$ cat config.mk
export PLATFORM = sky130hd
export DESIGN_NAME = edge_burst_gen
export DESIGN_NICKNAME = d
export VERILOG_FILES = /design/src/rtl/ebg_pkg.sv /design/src/rtl/ebg_timebase.sv /design/src/rtl/ebg_segment.sv /design/src/rtl/ebg_pin.sv /design/src/rtl/edge_burst_gen.sv
export SDC_FILE = /design/constraint.sdc
export NUM_CORES = 1
export LEC_CHECK = 0
export BUFFER_PORTS_ARGS = -buffer_cell sky130_fd_sc_hd__buf_2
export CORE_MARGIN = 8
export CORE_UTILIZATION = 55
export CTS_BUF_LIST = sky130_fd_sc_hd__clkbuf_2
export CTS_CLUSTER_SIZE = 40
export DETAILED_ROUTE_END_ITERATION = 10
export PLACE_DENSITY = 0.8
export REMOVE_ABC_BUFFERS = 1
export SETUP_SLACK_MARGIN = 0.1
export SLEW_MARGIN = 40
export SYNTH_ARGS = -nofsm -noshare
export SYNTH_HDL_FRONTEND = slang
export SYNTH_HIERARCHICAL = 1
export SYNTH_SLANG_ARGS = --single-unit
$ cat constraint.sdc
create_clock -name clk -period 4.5 [get_ports clk]
set_clock_uncertainty 0.15 [all_clocks]
set_input_delay 1.35 -clock clk [delete_from_list [all_inputs] [get_ports clk]]
set_output_delay 1.35 -clock clk [all_outputs]
set_load 0.1 [all_outputs]
$ cat src/rtl/ebg_pkg.sv
// Package: shared defaults for the counted edge burst generator.
// Assumes: all blocks of the generator import these widths as defaults.
package ebg_pkg;
    localparam int unsigned PER_W_DEF = 16;   // width of the interval register
    localparam int unsigned CNT_W_DEF = 16;   // width of the edge counter
endpackage

$ cat src/rtl/ebg_timebase.sv
// Module: ebg_timebase
// Counts the edge interval while the generator is enabled and emits a
// one-cycle wrap strobe at the end of every interval. The written period
// is held as pending and is copied into the active period at a wrap, or at
// any time while the timebase is stopped.
// Assumes: en is synchronous to clk. A period value of 0 means 2**PER_W clocks.
module ebg_timebase #(
    parameter int unsigned PER_W = ebg_pkg::PER_W_DEF
) (
    input  logic             clk,
    input  logic             rst_n,
    input  logic             en,
    input  logic             per_wr,
    input  logic [PER_W-1:0] per_data,
    output logic             wrap
);
    logic [PER_W-1:0] per_pend;
    logic [PER_W-1:0] per_act;
    logic [PER_W-1:0] tick;
    logic [PER_W-1:0] tick_last;
    logic             running;

    // Last tick value of an interval; wrapping makes 0 the largest period.
    assign tick_last = per_act - 1'b1;

    // Interval ends when the running count reaches its last tick.
    assign wrap = en && running && (tick == tick_last);

    // Running flag: one cycle behind en, so a rising en starts at tick zero.
    always_ff @(posedge clk) begin
        if (!rst_n) running <= 1'b0;
        else        running <= en;
    end

    // Pending period register, written by software at any time.
    always_ff @(posedge clk) begin
        if (!rst_n)      per_pend <= '0;
        else if (per_wr) per_pend <= per_data;
    end

    // Active period: loaded at a wrap or while the timebase is stopped.
    always_ff @(posedge clk) begin
        if (!rst_n)                per_act <= '0;
        else if (!running || wrap) per_act <= per_pend;
    end

    // Tick counter: held at zero while stopped, wraps at the end of an interval.
    always_ff @(posedge clk) begin
        if (!rst_n)               tick <= '0;
        else if (!en || !running) tick <= '0;
        else if (tick == tick_last) tick <= '0;
        else                      tick <= tick + 1'b1;
    end
endmodule

$ cat src/rtl/ebg_segment.sv
// Module: ebg_segment
// Keeps the number of edges left in the current burst. It asks for an edge
// on every timebase wrap while edges remain, and flags the final one.
// A count write replaces the remaining count and clears the flag.
// Assumes: wrap is a single-cycle strobe. Writes are ignored while en is low.
module ebg_segment #(
    parameter int unsigned CNT_W = ebg_pkg::CNT_W_DEF
) (
    input  logic             clk,
    input  logic             rst_n,
    input  logic             en,
    input  logic             wrap,
    input  logic             cnt_wr,
    input  logic [CNT_W-1:0] cnt_data,
    output logic             toggle,
    output logic             done,
    output logic [CNT_W-1:0] remaining
);
    logic has_edges;
    logic is_final;

    assign has_edges = (remaining != '0);
    assign is_final  = (remaining == CNT_W'(1));

    // Edge request: a wrap while the burst still has edges left.
    assign toggle = en && wrap && has_edges;

    // Remaining count and done flag; a write takes priority over a decrement.
    always_ff @(posedge clk) begin
        if (!rst_n) begin
            remaining <= '0;
            done      <= 1'b0;
        end else if (!en) begin
            remaining <= '0;
            done      <= 1'b0;
        end else if (cnt_wr) begin
            remaining <= cnt_data;
            done      <= 1'b0;
        end else if (toggle) begin
            remaining <= remaining - 1'b1;
            if (is_final) done <= 1'b1;
        end
    end
endmodule

$ cat src/rtl/ebg_pin.sv
// Module: ebg_pin
// Output pin register: inverts the level on each edge request and keeps it
// otherwise, so the level carries over from one burst to the next.
// Assumes: flip is a single-cycle request. The pin resets low.
module ebg_pin (
    input  logic clk,
    input  logic rst_n,
    input  logic flip,
    output logic level
);
    // Pin level: reset low, inverted on each request.
    always_ff @(posedge clk) begin
        if (!rst_n)    level <= 1'b0;
        else if (flip) level <= ~level;
    end
endmodule

$ cat src/rtl/edge_burst_gen.sv
// Module: edge_burst_gen (top)
// Counted edge burst generator: toggles pin_out a written number of times,
// with one edge per period of a running timebase. A count written during a
// burst joins onto the current edge grid without a gap.
// Assumes: every input is synchronous to clk. en low acts as a soft reset
// that keeps the pin level.
module edge_burst_gen #(
    parameter int unsigned PER_W = ebg_pkg::PER_W_DEF,
    parameter int unsigned CNT_W = ebg_pkg::CNT_W_DEF
) (
    input  logic             clk,
    input  logic             rst_n,
    input  logic             en,
    input  logic             per_wr,
    input  logic [PER_W-1:0] per_data,
    input  logic             cnt_wr,
    input  logic [CNT_W-1:0] cnt_data,
    output logic             pin_out,
    output logic             done,
    output logic [CNT_W-1:0] count_left
);
    logic wrap;
    logic toggle;

    // Interval timebase with a pending period register.
    ebg_timebase #(.PER_W(PER_W)) u_timebase (
        .clk      (clk),
        .rst_n    (rst_n),
        .en       (en),
        .per_wr   (per_wr),
        .per_data (per_data),
        .wrap     (wrap)
    );

    // Burst counter and done flag.
    ebg_segment #(.CNT_W(CNT_W)) u_segment (
        .clk       (clk),
        .rst_n     (rst_n),
        .en        (en),
        .wrap      (wrap),
        .cnt_wr    (cnt_wr),
        .cnt_data  (cnt_data),
        .toggle    (toggle),
        .done      (done),
        .remaining (count_left)
    );

    // Output pin register.
    ebg_pin u_pin (
        .clk   (clk),
        .rst_n (rst_n),
        .flip  (toggle),
        .level (pin_out)
    );
endmodule

# Word level (Yosys, flattened, before mapping)

Cells that the tools add are included.

Add/subtract/negate cells: 3
Equality and inequality tests: 2
Muxes and demuxes: 2
Bitwise operators: 3
Reduce and logical (&&, ||, !) cells: 14

Operators with widths:

| cell                                                                  | number |
|---|---|
| 16-bit 2-to-1 mux                                                     | 2 |
| 16-bit by 1-bit subtractor with 16-bit output (second input constant) | 2 |
| 16-bit by 1-bit adder with 16-bit output (second input constant)      | 1 |
| 16-bit by 1-bit == test with 1-bit output (second input constant)     | 1 |
| 16-bit == test                                                        | 1 |
| 16-bit nonzero test                                                   | 1 |
| 3-bit OR reduction                                                    | 2 |
| 1-bit logical AND                                                     | 4 |
| 2-bit AND reduction                                                   | 2 |
| 1-bit inverter                                                        | 3 |
| 1-bit zero test                                                       | 2 |
| 1-bit logical OR                                                      | 2 |
| 2-bit nonzero test                                                    | 1 |

Register bits after elaboration: 67
Input bits: 37
Output and inout bits: 18
Word-level logic and storage cells: 31

# Logic depth before layout (Yosys ltp)

Depth after elaboration: 7
Mapped depth: 15
Depth with buffers taken out: 14

# Modules after synthesis

Netlist, hierarchy kept.

Modules (own cells, without submodules):

| module       | times used | cells an instance | area each (sq um) | sequential area each (sq um) |
|---|---|---|---|---|
| ebg_timebase | 1          | 266               | 2,566.2           | 980.9 |
| ebg_segment  | 1          | 119               | 998.5             | 340.3 |
| ebg_pin      | 1          | 3                 | 35.0              | 20.0 |

# Least setup slack after synthesis

OpenSTA, ideal clock, no wires.

Kind: register -> register
From: register u_timebase.per_act[3]
To: register u_segment.remaining[13]
Setup time: 0.133 ns
Arrival: 3.296 ns
Required time: 4.217 ns
Slack: 0.921 ns
Stages on the path, launching flop included: 13
Path buffers: 0
Period minus slack after synthesis: 3.579 ns
Cells stage by stage: dfxtp_1 > nor4_4 > nand3_2 > or3_1 > xnor2_1 > a2111oi_4 > nand3_1 > nor2_1 > nor4bb_1 > nand3_1 > a2111oi_0 > xnor2_1 > a21oi_1

Cells in the longest elaborated chain, start to end: 6

Ends and longest elaborated chain:

| element                                       | RTL line             | text |
|---|---|---|
| from (decl)                                   | ebg_timebase.sv:18   | `logic [PER_W-1:0] per_act;` |
| from (signal assigned)                        | ebg_timebase.sv:44   | `else if (!running \|\| wrap) per_act <= per_pend;` |
| 16-bit by 1-bit subtractor with 16-bit output | ebg_timebase.sv:24   | `assign tick_last = per_act - 1'b1;` |
| 16-bit == test                                | ebg_timebase.sv:27   | `assign wrap = en && running && (tick == tick_last);` |
| 1-bit logical AND                             | ebg_timebase.sv:27   |  |
| net wrap                                      | edge_burst_gen.sv:22 | `logic wrap;` |
| 1-bit logical AND (2 in series)               | ebg_segment.sv:26    | `assign toggle = en && wrap && has_edges;` |
| 2-bit nonzero test (no source line)           | --                   |  |
| to (signal assigned)                          | ebg_segment.sv:37    | `remaining <= cnt_data;` |
| to (signal assigned)                          | ebg_segment.sv:40    | `remaining <= remaining - 1'b1;` |
| to (decl)                                     | ebg_segment.sv:17    | `output logic [CNT_W-1:0] remaining` |

The timed path passes the listed nets, and every way through them passes these cells.
A chain may end at the register's enable or synchronous reset.

# Worst setup path in the final report

From: register u_timebase.per_act[3]
To: register u_segment.remaining[15]

The elaborated chain is that of the path after synthesis.

==> results_tabular.tex <==
\begin{tabular}{lr}
\hline
Metric & Value \\
\hline
\multicolumn{2}{l}{\textbf{Hold path}} \\
Path type of the worst min-delay path & flip-flop to flip-flop \\
Origin of the worst min-delay path & u\_timebase/per\_pend[10]\$\_SDFFE\_PN0P\_ \\
\multicolumn{2}{l}{\textbf{Final layout}} \\
Filler Cell Count & around 550 \\
Ant diodes & 0 \\
Final core utilization & 62.5\% \\
Share of cells above drive strength 1 & $\sim$22\% \\
Count of nets after finishing & $\sim$480 \\
Area growth from synthesis to final layout & 10.3\% \\
Post-Layout Inst Area & 3970 um2 \\
\multicolumn{2}{l}{\textbf{Logic synthesis}} \\
Combinational family with the most area after synthesis & simple AND/OR/NAND/NOR gates \\
Total of warnings raised by yosys & 6 \\
Area of the mapped netlist & about 3600 um2 \\
Post-synthesis mux area share & under 10\% \\
Synthesized instance count & approximately 390 \\
Xor and xnor area share after synthesis & a little under an eighth \\
Async SR Flop Fraction & 0\% \\
Number of distinct library cells after synthesis & between 50 and 60 \\
Share of synthesized cell area in full adder, half adder and majority cells & roughly 1.4\% \\
Number of flops mapped to enable cells by yosys & 0 \\
Post-synthesis sequential element count & 67 \\
Simple-gate area share of the yosys netlist & 22.8\% \\
Sequential fraction of the synthesis area & 37.3\% \\
Mean instance size in the synthesized netlist & 9.28 um2 \\
Compound-Gate Fraction of Synth Area & approximately 17\% \\
Most common flop cell mapped by yosys & dfxtp\_1 \\
\multicolumn{2}{l}{\textbf{Critical path}} \\
Worst setup startpoint & u\_timebase/per\_act[3]\$\_SDFFE\_PN0P\_ \\
Length in cells of the worst reg-to-reg path & 12 \\
Critical path capture point type & flip-flop \\
Element type at the critical path start & flip-flop \\
Worst-path cell chain & nor4\_4, nand3\_2, or3\_1, xnor2\_1, a2111oi\_4, nand3\_1, nor2\_1, nor4bb\_1, nand3\_1, a2111oi\_1, xnor2\_1, a21oi\_1 \\
RR Startpoint & u\_timebase/per\_act[3]\$\_SDFFE\_PN0P\_ \\
Arrival time reported for the critical path endpoint & around 4.3 ns \\
Classification of the worst setup path & flip-flop to flip-flop \\
Capturing instance or port of the critical path & u\_segment/remaining[15]\$\_SDFFE\_PN0P\_ \\
CP Buf/Inv Count & 0 \\
Worst reg2reg path endpoint & u\_segment/remaining[15]\$\_SDFFE\_PN0P\_ \\
Critical Path Max Stage Delay & 0.51 ns \\
Library cell contributing the largest single delay on the critical path & a2111oi\_1 \\
R2r setup slk & 0.37 ns \\
Stages on worst setup path & 12 \\
CP top delay family & simple AND/OR/NAND/NOR gates \\
Worst-path maximum fanout & 7 \\
Critical path data required time & about 4.7 ns \\
\multicolumn{2}{l}{\textbf{Clock network}} \\
Worst-skew pair later-pin latency & 0.48 ns \\
CTS tree & built \\
Clock-pin slew of the registers on the worst-case setup and hold paths & 0.18 ns \\
Buffers inserted during post-CTS setup optimization & 0 \\
Number of buffers added by the clock tree synthesis step & 9 \\
TritonCTS sink count & 67 \\
Total number of H-tree levels & 3 \\
Root buffer cell & clkbuf\_2 \\
Max clock buf depth & 2 \\
CTS Hold Buffers Added & 0 \\
\multicolumn{2}{l}{\textbf{Place}} \\
Cell area reported after detailed placement & 3860 um2 \\
RD Place Congestion & 0.859 \\
Total of buffers placed on input and output ports & 54 \\
HPWL after DPL & between 5 and 6 mm \\
Setup slack after placement & around 0.44 ns \\
\multicolumn{2}{l}{\textbf{STA}} \\
Worst slew margin relative to its limit & roughly 58\% \\
Worst setup margin & $\sim$0.37 ns \\
Final critical-path share of the clock period & between 90\% and 100\% \\
Hold violation total from the final report & 0 \\
Setup repair after global routing missed its margin & true \\
Transition time at the pin with the least slew margin & between 0.6 and 0.7 ns \\
\# setup viols final & 0 \\
Highest achievable clock rate & $\sim$0.24 GHz \\
Final Slew Violations & 0 \\
Sum of negative setup slack & 0 ns \\
Clock period minus worst slack & 4.13 ns \\
\multicolumn{2}{l}{\textbf{Floorplan}} \\
Starting utilization of the core area & between 50\% and 60\% \\
Die Y & between 90 and 100 um \\
Horizontal die dimension & between 90 and 100 um \\
IO Pins & 55 \\
Std-Cell Core Area & 6350 um2 \\
Cell Rows & 29 \\
Floorplan die area & approximately 9400 um2 \\
\multicolumn{2}{l}{\textbf{Status}} \\
Run status & finished clean \\
\multicolumn{2}{l}{\textbf{Run}} \\
Number of max-capacitance violations reported & 0 \\
\multicolumn{2}{l}{\textbf{Global route}} \\
Number of antenna violations at the first check in global routing & 0 \\
First-pass GRT wire length & 13.2 mm \\
Final global-route overflow total & 0 \\
Largest net degree at the start of global routing & 27 \\
Via count of the first global-routing pass & around 2,900 \\
Total routing usage reported by global routing & 16.5\% \\
\multicolumn{2}{l}{\textbf{Detailed routing}} \\
Detailed router's first-iteration violation count & 123 \\
Drt total wl & around 7.6 mm \\
Number of search-and-repair iterations in the first detailed-routing pass & 4 \\
Vias per Instance & 5.58 \\
Post-detailed-route count of antenna-violating nets & 0 \\
Via total after detailed routing & between 2,000 and 3,000 \\
Count of unresolved DRC violations after routing & 0 \\
Wirelength per Cell & around 15 um \\
\multicolumn{2}{l}{\textbf{Power and ir drop}} \\
Part of the power in combinational logic & about a fifth \\
Internal power of the cells & 826 uW \\
Worst vdd ir & approximately 210 uV \\
Power density normalized to cell area & between 300 and 400 nW/um2 \\
Final total power & about 1200 uW \\
Switching fraction of total power & a little under a third \\
Leakage power of the design & approximately 0.0015 uW \\
Share of total power in sequential cells & 53.0\% \\
Switching power & between 300 and 400 uW \\
Clock network power share & 27.7\% \\
\hline
\end{tabular}
-- metrics by stage --
stage / std cells / hold slack, ns
3_5_place_dp: 503 / 0.291
5_1_grt: 518 / 0.346
2_1_floorplan: 372 / 0.272
3_3_place_gp: 503 / 0.284
4_1_cts: 518 / 0.306
6_report: 518 / 0.310
-- how the worst min path moves through the flow --
| stage | to | slack [ns] | depth (start not counted) |
|---|---|---|---|
| final | u_timebase/per_act[10]$_SDFFE_PN0P_ | 0.31 | 2 |
| after CTS | u_timebase/per_act[7]$_SDFFE_PN0P_ | 0.31 | 2 |
| after floorplan | u_timebase/per_act[10]$_SDFFE_PN0P_ | 0.27 | 2 |
| after global routing | u_timebase/per_act[2]$_SDFFE_PN0P_ | 0.35 | 2 |
| after global placement | u_timebase/per_act[15]$_SDFFE_PN0P_ | 0.28 | 2 |
| after detailed placement | u_timebase/per_act[15]$_SDFFE_PN0P_ | 0.29 | 2 |
-- layout by cell type, fill, tap and decap left out, types with 3 or more instances in the layout --
master / instances
o2bb2ai_1: 9
or3_1: 3
o21ai_0: 18
xnor2_1: 32
xor2_1: 16
ha_1: 4
inv_1: 24
mux2i_1: 18
a21oi_1: 15
nand4_1: 7
buf_2: 54
nor3_1: 10
o2bb2ai_2: 7
nor4_1: 6
nor2b_1: 17
nand3_1: 15
and2_1: 5
nor2_1: 37
nand2_1: 16
clkbuf_2: 11
or4_4: 3
dfxtp_1: 67
a211oi_1: 4
-- worst min-delay path, stage by stage, from the launching register on --
cell and delay (ns):
dfxtp_1 0.35, inv_1 0.05, o2bb2ai_1 0.05
-- synth_stat cells (2+ instances only) --
cell type,instances,area (um2)
mux2i_1,18,180
a2111oi_0,2,17.5
o2bb2ai_2,7,105
a211oi_1,4,30.0
nor4_2,2,25.0
o2bb2ai_1,9,78.8
nand2_1,16,60.1
clkbuf_1,8,30.0
xor2_1,16,140
nor2_1,37,139
nand4b_1,2,17.5
dfxtp_1,67,1340
nor3b_1,3,22.5
nand4_1,7,43.8
buf_1,2,7.51
or4_4,3,33.8
nor4_1,6,37.5
and3_1,2,12.5
a31oi_4,2,42.5
nor4_4,2,42.5
inv_1,24,90.1
ha_1,4,50.1
nor2b_1,17,106
o21ai_0,18,90.1
or3_1,3,18.8
a21oi_1,15,75.1
xnor2_1,32,280
and2_1,5,31.3
nor3_1,10,50.1
nand3_1,15,75.1
buf_2,2,10.0
-- cell type report --
type | count | area, um2 | area share (%)
multi-input combinational | 281 | 2070 | 52.3
sequential | 67 | 1340 | 33.8
timing repair buffer | 54 | 270 | 6.81
tap | 77 | 96.3 | 2.43
inverter | 24 | 90.1 | 2.27
clock buffer | 11 | 55.1 | 1.39
clock inverter | 4 | 42.5 | 1.07
-- routing by layer --
layer / vias to the layer above / GRT usage (%) / wire, um
met5: - / 0 / 0
met4: 0 / 8.40 / 155
met3: 12 / 4.84 / 373
met2: 58 / 26.5 / 3600
met1: 1352 / 19.5 / 3460
li1: 1467 / - / -
-- repair_timing --
| item | CTS | global route |
|---|---|---|
| hold endpoints to repair | 0 | 0 |
| endpoints found under the setup margin | 0 | 3 |
| gates resized for setup | 0 | 3 |
-- power groups by stage --
| stage | logic, uW | clock network (uW) | registers [uW] |
|---|---|---|---|
| detailed placement | 231 | 0 | 650 |
| global placement | 226 | 0 | 649 |
| global route | 253 | 367 | 642 |
| CTS | 232 | 343 | 638 |
| finish | 232 | 334 | 638 |
| floorplan | 137 | 0 | 688 |
-- logic make-up after synthesis --
kind of cell | after synthesis
mux | 18
fa+ha+maj | 4
compound gates | 70
buf+inv | 40
xor+xnor | 48
simple gates | 141
flops | 67
-- sequential cells by signal, summed over array words and instances, names as in the netlist --
name / count
u_pin/level: 1
u_segment/done: 1
u_segment/remaining: 16
u_timebase/per_act: 16
u_timebase/per_pend: 16
u_timebase/running: 1
u_timebase/tick: 16
No activity file was read; power rests on OpenSTA's default activity.
